==> config.mk <==
export PLATFORM = sky130hd
export DESIGN_NAME = ovs_arm_ctrl
export DESIGN_NICKNAME = d
export VERILOG_FILES = /design/src/rtl/ovs_arm_pkg.sv /design/src/rtl/ovs_arm_fsm.sv /design/src/rtl/ovs_thr_regs.sv /design/src/rtl/ovs_lpf.sv /design/src/rtl/ovs_detect.sv /design/src/rtl/ovs_arm_ctrl.sv
export SDC_FILE = /design/constraint.sdc
export NUM_CORES = 1
export LEC_CHECK = 0
export BUFFER_PORTS_ARGS = -buffer_cell sky130_fd_sc_hd__buf_2
export CORE_MARGIN = 5
export CORE_UTILIZATION = 36
export CTS_CLUSTER_DIAMETER = 100
export CTS_CLUSTER_SIZE = 24
export DETAILED_ROUTE_END_ITERATION = 10
export GPL_ROUTABILITY_DRIVEN = 1
export MAX_ROUTING_LAYER = met4
export SLEW_MARGIN = 20
export SYNTH_ARGS = -nofsm -noshare
export SYNTH_HDL_FRONTEND = slang
export SYNTH_SLANG_ARGS = --single-unit
export TNS_END_PERCENT = 10
==> constraint.sdc <==
create_clock -name clk -period 8.9 [get_ports clk]
set_input_delay 1.335 -clock clk [delete_from_list [all_inputs] [get_ports clk]]
set_output_delay 1.335 -clock clk [all_outputs]
set_load 0.005 [all_outputs]
==> src/rtl/ovs_arm_pkg.sv <==
// Package: shared state encoding for the overshoot arming controller.
package ovs_arm_pkg;
    typedef enum logic [1:0] {
        ST_OFF  = 2'd0,
        ST_RAMP = 2'd1,
        ST_REG  = 2'd2
    } arm_state_t;
endpackage

==> src/rtl/ovs_arm_fsm.sv <==
// Module: arming sequencer. Tracks off / soft-start / regulating.
// Assumes tgt_hit is a single-cycle pulse; only the first one after each
// enable moves the sequencer to regulating.
module ovs_arm_fsm
    import ovs_arm_pkg::*;
(
    input  logic       clk,
    input  logic       rst_n,
    input  logic       conv_en,
    input  logic       tgt_hit,
    output arm_state_t state,
    output logic       restore
);
    arm_state_t state_nx;

    // Restore strobe: first target pulse while ramping.
    assign restore = (state == ST_RAMP) && conv_en && tgt_hit;

    // Next-state selection.
    always_comb begin
        state_nx = state;
        if (!conv_en) begin
            state_nx = ST_OFF;
        end else begin
            case (state)
                ST_OFF:  state_nx = ST_RAMP;
                ST_RAMP: if (tgt_hit) state_nx = ST_REG;
                default: state_nx = ST_REG;
            endcase
        end
    end

    // State register.
    always_ff @(posedge clk) begin
        if (!rst_n) state <= ST_OFF;
        else        state <= state_nx;
    end
endmodule

==> src/rtl/ovs_thr_regs.sv <==
// Module: threshold storage. Shadow entry threshold, live entry threshold
// and exit threshold. The live value is zero unless regulating. Assumes
// restore and state come from the arming sequencer.
module ovs_thr_regs
    import ovs_arm_pkg::*;
#(
    parameter int TW       = 8,
    parameter int EXIT_RST = 4
) (
    input  logic          clk,
    input  logic          rst_n,
    input  logic [TW-1:0] boot_thr,
    input  logic          conv_en,
    input  arm_state_t    state,
    input  logic          restore,
    input  logic          wr_en,
    input  logic          wr_sel,
    input  logic [TW-1:0] wr_data,
    output logic [TW-1:0] shd_thr,
    output logic [TW-1:0] act_thr,
    output logic [TW-1:0] exit_thr
);
    logic          wr_entry;
    logic          wr_exit;
    logic [TW-1:0] shd_nx;
    logic [TW-1:0] act_nx;

    assign wr_entry = wr_en && !wr_sel;
    assign wr_exit  = wr_en &&  wr_sel;

    // Shadow next value: any entry write lands here.
    assign shd_nx = wr_entry ? wr_data : shd_thr;

    // Live next value: cleared when off, restored once, tuned while regulating.
    always_comb begin
        if (!conv_en)
            act_nx = '0;
        else if (restore)
            act_nx = shd_nx;
        else if (state == ST_REG && wr_entry)
            act_nx = wr_data;
        else
            act_nx = act_thr;
    end

    // Threshold registers.
    always_ff @(posedge clk) begin
        if (!rst_n) begin
            shd_thr  <= boot_thr;
            act_thr  <= '0;
            exit_thr <= TW'(EXIT_RST);
        end else begin
            shd_thr  <= shd_nx;
            act_thr  <= act_nx;
            if (wr_exit) exit_thr <= wr_data;
        end
    end
endmodule

==> src/rtl/ovs_lpf.sv <==
// Module: first-order low-pass filter, y += (x - y) >>> k, k picked at run
// time. k = 0 gives a one-cycle registered pass-through. Assumes unsigned
// samples.
module ovs_lpf #(
    parameter int VW = 12,
    parameter int KW = 2
) (
    input  logic          clk,
    input  logic          rst_n,
    input  logic [KW-1:0] k_sel,
    input  logic [VW-1:0] x_in,
    output logic [VW-1:0] y_out
);
    logic signed [VW:0] diff;
    logic signed [VW:0] step;

    // Signed error term and its scaled step.
    always_comb begin
        diff = $signed({1'b0, x_in}) - $signed({1'b0, y_out});
        step = diff >>> k_sel;
    end

    // Filter state register.
    always_ff @(posedge clk) begin
        if (!rst_n) y_out <= '0;
        else        y_out <= y_out + step[VW-1:0];
    end
endmodule

==> src/rtl/ovs_detect.sv <==
// Module: overshoot flag with hysteresis. Sets above vref + entry threshold,
// clears below vref + exit threshold. A zero entry threshold disarms it.
// Assumes exit threshold is programmed smaller than the entry one.
module ovs_detect #(
    parameter int VW = 12,
    parameter int TW = 8
) (
    input  logic          clk,
    input  logic          rst_n,
    input  logic [VW-1:0] vfilt,
    input  logic [VW-1:0] vref,
    input  logic [TW-1:0] act_thr,
    input  logic [TW-1:0] exit_thr,
    output logic          flag
);
    localparam int SW = VW + 1;

    logic [SW-1:0] lvl_hi;
    logic [SW-1:0] lvl_lo;
    logic          above;
    logic          below;
    logic          armed;

    // Comparison levels with one guard bit.
    always_comb begin
        lvl_hi = SW'(vref) + SW'(act_thr);
        lvl_lo = SW'(vref) + SW'(exit_thr);
        above  = SW'(vfilt) > lvl_hi;
        below  = SW'(vfilt) < lvl_lo;
        armed  = act_thr != '0;
    end

    // Flag register with hysteresis.
    always_ff @(posedge clk) begin
        if (!rst_n)      flag <= 1'b0;
        else if (!armed) flag <= 1'b0;
        else if (!flag)  flag <= above;
        else             flag <= !below;
    end
endmodule

==> src/rtl/ovs_arm_ctrl.sv <==
// Module: top of the overshoot threshold arming controller. Keeps the mode
// disarmed through soft-start, restores the programmed threshold at the
// first target pulse and flags overshoot on the filtered sensed voltage.
// Assumes all inputs are synchronous to clk.
module ovs_arm_ctrl
    import ovs_arm_pkg::*;
#(
    parameter int VW       = 12,
    parameter int TW       = 8,
    parameter int EXIT_RST = 4
) (
    input  logic          clk,
    input  logic          rst_n,
    input  logic [TW-1:0] boot_thr,
    input  logic          conv_en,
    input  logic          tgt_hit,
    input  logic          wr_en,
    input  logic          wr_sel,
    input  logic [TW-1:0] wr_data,
    input  logic [1:0]    lpf_sel,
    input  logic [VW-1:0] vref,
    input  logic [VW-1:0] vsen,
    output logic [TW-1:0] act_thr,
    output logic [TW-1:0] shd_thr,
    output logic [VW-1:0] vfilt,
    output logic          regulating,
    output logic          ovs_active
);
    arm_state_t    state;
    logic          restore;
    logic [TW-1:0] exit_thr;

    assign regulating = (state == ST_REG);

    ovs_arm_fsm u_fsm (
        .clk     (clk),
        .rst_n   (rst_n),
        .conv_en (conv_en),
        .tgt_hit (tgt_hit),
        .state   (state),
        .restore (restore)
    );

    ovs_thr_regs #(.TW(TW), .EXIT_RST(EXIT_RST)) u_regs (
        .clk      (clk),
        .rst_n    (rst_n),
        .boot_thr (boot_thr),
        .conv_en  (conv_en),
        .state    (state),
        .restore  (restore),
        .wr_en    (wr_en),
        .wr_sel   (wr_sel),
        .wr_data  (wr_data),
        .shd_thr  (shd_thr),
        .act_thr  (act_thr),
        .exit_thr (exit_thr)
    );

    ovs_lpf #(.VW(VW), .KW(2)) u_lpf (
        .clk   (clk),
        .rst_n (rst_n),
        .k_sel (lpf_sel),
        .x_in  (vsen),
        .y_out (vfilt)
    );

    ovs_detect #(.VW(VW), .TW(TW)) u_det (
        .clk      (clk),
        .rst_n    (rst_n),
        .vfilt    (vfilt),
        .vref     (vref),
        .act_thr  (act_thr),
        .exit_thr (exit_thr),
        .flag     (ovs_active)
    );
endmodule

* After elaboration in Yosys (flattened, before gate mapping)
Cells that the tools add are included.
** Word-level totals
- Bits of input ports :: 48
- Flip-flop bits (word level) :: 39
- Output and inout bits :: 30
- Word-level logic and storage cells :: 35
** Cells by class
- Shifts and indexed selects :: 1
- Reduce and logical (&&, ||, !) cells :: 12
- Equality and inequality tests :: 3
- Order comparisons :: 2
- $add $sub $neg :: 4
- Multiplexer cells :: 7
** Operators with widths (number)
- 8-bit 2-to-1 mux :: 4
- 12-bit by 8-bit adder with 13-bit output :: 2
- 12-bit by 13-bit > comparator with 1-bit output :: 1
- 12-bit by 13-bit less-than comparator with 1-bit output :: 1
- 13-bit by 2-bit >>> shifter with 12-bit output :: 1
- 12-bit by 12-bit subtractor with 13-bit output :: 1
- 12-bit adder :: 1
- 8-bit nonzero test :: 1
- 1-bit logical AND :: 5
- 2-bit case mux with 2 select lines :: 1
- 2-bit AND reduction :: 2
- 2-bit by 1-bit == test with 1-bit output (second input constant) :: 1
- 2-bit == test (second input constant) :: 1
- 1-bit zero test :: 2
- 2-bit zero test :: 1
- 2-bit 2-to-1 mux :: 1
- 2-bit != test (second input constant) :: 1
- 2-bit nonzero test :: 1
- 1-bit 2-to-1 mux :: 1

* Depth between registers and ports, before layout
- Word-level depth :: 5
- Depth in mapped cells :: 18
- Mapped depth without buffers :: 18

* Modules after synthesis
From an unflattened synthesis, not the netlist that was laid out.
** Unflattened totals
- Cells, all modules :: 506
- Area, all modules :: 4201.5 sq um
** Modules (own cells, without submodules)
- ovs_lpf :: instances 1, seq. area each 240.2 sq um, cells each 213, area each 1705.4 sq um
- ovs_detect :: instances 1, seq. area each 20.0 sq um, cells each 173, area each 1350.0 sq um
- ovs_thr_regs :: instances 1, seq. area each 480.5 sq um, cells each 111, area each 1053.5 sq um
- ovs_arm_fsm :: instances 1, seq. area each 40.0 sq um, cells each 8, area each 78.8 sq um
- ovs_arm_ctrl :: instances 1, seq. area each 0.0 sq um, cells each 1, area each 13.8 sq um

* Worst setup path before layout
Ideal clock, no wire load.
- Kind :: input to register
- From :: input port vsen[0]
- To :: register u_lpf.y_out[11]
- Arrival time :: 4287 ps
- Setup time :: 121 ps
- Data required time :: 8779 ps
- Buffers on the path :: 0
- Stages :: 16
- Slack :: 4493 ps
- Path through :: inv_1 > ha_1 > fa_1 > nor2b_1 > o31a_1 > a21oi_1 > mux2i_1 > a21oi_1 > ha_1 > a21o_1 > a21o_1 > a2111oi_0 > nor3_1 > nor4_1 > nor3b_1 > mux2_2
** On the way
- Cells in the longest elaborated chain, start to end :: 3
** Ends and longest elaborated chain
- from (decl) :: line ovs_arm_ctrl.sv:22 : input logic [VW-1:0] vsen,
- 12-bit by 12-bit subtractor with 13-bit output :: line ovs_lpf.sv:19 : diff = $signed({1'b0, x_in}) - $signed({1'b0, y_out});
- 13-bit by 2-bit >>> shifter with 12-bit output :: line ovs_lpf.sv:20 : step = diff >>> k_sel;
- 12-bit adder :: line ovs_lpf.sv:26 : else y_out <= y_out + step[VW-1:0];
- to (signal assigned) :: line ovs_lpf.sv:26
- to (decl) :: line ovs_lpf.sv:12 : output logic [VW-1:0] y_out
No other way between the ends.
A chain may end at the register's enable or synchronous reset.

* Final worst setup path
Same ends and word-level chain as after synthesis.

==> results.tsv <==
metric	value	unit
status	complete, no violations	
endpoint_kind	flip-flop	
final_nets	684	
synth_common_cells	ha_1 (64), a21oi_1 (47), dfxtp_1 (39), nor2_1 (34), nand2_1 (33)	
final.setup_skew	0.00642	ns
async_flop_share	0	
synth_top_area_frac	0.199	
power.leakage	2.21	nW
grt_start_max_net_pins	41	
yosysWarnings	0	
power_switching	0.540	mW
p_comb_frac	0.664	
htreeDepth	2	
drt_iter0_drc	106	
synth.distinct_cells	49	
core	10900	um2
cts_tree	built	
grt_pass1_vias	3657	
peakVddDrop	108	uV
finalSetupViolations	0	
synth_top_cell_by_area	ha_1	
postLayoutCoreUtil	0.426	
drc_errors	0	
post_cts_buffers	0	
critPathRequiredTime	9.09	ns
p_per_area	264	nW/um2
drt-total-wl	9.84	mm
cp_max_fo	4	
slew-limit-headroom	0.569	
clkPwrFrac	0.127	
cts_sinks	39	
num_antenna_cells	0	
die_x	116	um
io_pins	78	
clockBufferDepth	2	
synth_area_per_cell	8.08	um2
seq_area_frac_synth	0.194	
maxCapViolations	0	
finalCritPeriodShare	0.523	
syn-cell-area	4020	um2
overflow	0	
die_h	116	um
rsz0062_at_grt	no	
report.final.slew_viol_count	0	
grt_pass1_wl	16.7	mm
detail-route-antenna-nets	0	
syn_to_final_growth	15.6	%
holdBufCountCts	0	
nFillCells	1108	
internal_power	0.687	mW
startpoint_type	primary input	
hold_violations	0	
yosys_most_used_dff	dfxtp_1	
clkTransAtPathRegs	0.09	ns
swShare	0.440	
via_count	3704	
yosys-top-cells-area	ha_1 (20%), dfxtp_1 (19%), mux2i_1 (6.5%)	
path_cells	buf_2 -> inv_1 -> ha_1 -> fa_1 -> nor2b_1 -> o31a_1 -> a21oi_1 -> mux2i_1 -> a21oi_1 -> ha_1 -> a21o_1 -> a21o_1 -> a2111oi_0 -> nor3_1 -> nor4_1 -> nor3b_1 -> mux2_2	
dieArea	13400	um2
avgRoutedWirePerCell	13.9	um
synth_edf_count	0	
critPathTopFamily	compound AO/OA/AOI/OAI gates	
syn_nets	613	
start_util	0.369	
worstSkewPairLatency	0.30	ns
fmax	0.215	GHz
cts_resized	0	
cts-buffers-inserted	5	
worst_slew_pin_slew	0.646	ns
hold_class	reg2reg	
drt_pass1_iterations	4	
crit_type	in2reg	
period_needed	4.65	ns
antenna_found_initial	0	
p_seq_frac	0.208	
rows	38	
fin_tns_setup	0	ns
synth.most_common_cell	ha_1	
routed_via_density	5.22	
place_hpwl	8.20	mm
synthCells	497	
r2r_slack	5.01	ns
grtUsageTotal	0.156	
cp_num_buf_inv	2	
place_congestion	0.861	
critPathMaxStageDelay	0.47	ns
port_buffers	77	
cts-root-buf	clkbuf_8	
synth-seq-cells	39	
crit_path_top_delay_cell	a2111oi_0	
arrival	4.84	ns
drive_above_1_share	0.158	
## sequential cells by signal (all words and copies together), names as in the netlist
register         flops
u_lpf.y_out         12
u_regs.act_thr       8
u_regs.exit_thr      8
u_det.flag           1
u_regs.shd_thr       8
u_fsm.state          2
## power by group through the flow
| stage | Combinational (mW) | Clock [mW] | Sequential (mW) |
|---|---|---|---|
| 2_1_floorplan | 0.651 | 0 | 0.247 |
| 3_3_place_gp | 0.801 | 0 | 0.263 |
| 3_5_place_dp | 0.818 | 0 | 0.263 |
| 4_1_cts | 0.825 | 0.161 | 0.259 |
| 5_1_grt | 0.947 | 0.168 | 0.263 |
| 6_report | 0.815 | 0.156 | 0.256 |
## path summary, 6_finish.rpt
| kind | cells past startpoint | startpoint | end |
|---|---|---|---|
| hold reg to reg | 2 | u_regs.exit_thr[3] | u_regs.exit_thr[3] |
| hold / removal | 2 | u_regs.exit_thr[3] | u_regs.exit_thr[3] |
| setup / recovery | 17 | vsen[0] | u_lpf.y_out[11] |
| setup reg to reg | 15 | u_lpf.y_out[0] | u_lpf.y_out[11] |
## layout by cell type (no fill, tap or decap), types with 6 or more instances in the layout
cell       n
o22ai_1    8
o21ai_0   23
buf_2     77
a21o_1    11
inv_1     28
xor2_1    14
xnor2_1   19
a211oi_1   6
and2_1     7
dfxtp_1   39
nor2_1    34
a21oi_1   47
ha_1      64
nor2b_1   13
nand2_1   33
a21boi_0   8
nand3_1   20
mux2i_1   26
nor3_1    16
nand2b_1  13
o21a_1    10
## worst reg2reg max path: cells and delay by family, from the launching register on
family | cells | cell delay [ns]
fa+ha+maj | 3 | 0.94
simple gates | 4 | 0.76
compound gates | 6 | 1.26
mux | 2 | 0.47
flops | 1 | 0.37
## routing by layer
| metal | global-route usage | wire length, um | part of all wire | vias to the layer above |
|---|---|---|---|---|
| met4 | 0.0286 | 68 | 0.0069 | 0 |
| met1 | 0.199 | 4610 | 0.47 | 1686 |
| met3 | 0.0256 | 368 | 0.037 | 8 |
| li1 | - | - | - | 1939 |
| met5 | - | 0 | 0 | - |
| met2 | 0.263 | 4790 | 0.49 | 71 |
## cell type report
class | count | area, um2 | area share
Timing Repair Buffer | 77 | 385 | 0.0830
Tap cell | 140 | 175 | 0.0377
Multi-Input combinational cell | 417 | 3080 | 0.663
Sequential cell | 39 | 781 | 0.168
Inverter | 28 | 105 | 0.0226
Clock buffer | 5 | 68.8 | 0.0148
Clock inverter | 3 | 47.5 | 0.0102
## through the flow
stage | setup WS (ns) | instances | hold slack, ns | total power, mW | area [um2]
after CTS | 4.28 | 709 | 0.482 | 1.24 | 4640
final | 4.25 | 709 | 0.475 | 1.23 | 4640
after global routing | 3.90 | 709 | 0.501 | 1.38 | 4640
after global placement | 4.13 | 701 | 0.461 | 1.06 | 4530
after floorplan | 4.49 | 497 | 0.445 | 0.898 | 4020
after detailed placement | 4.00 | 701 | 0.469 | 1.08 | 4530
## cell families after synthesis
kind of cell,after synthesis,share of synthesized area
AOI/OAI and AO/OA,136,0.216
xor gates and xnor gates,34,0.0776
adders and majority gates,68,0.219
buffers and inverters,41,0.0383
DFF,39,0.194
muxes,27,0.0676
and+or+nand+nor,152,0.187
Note: power is estimated with default switching activity, not from simulation.
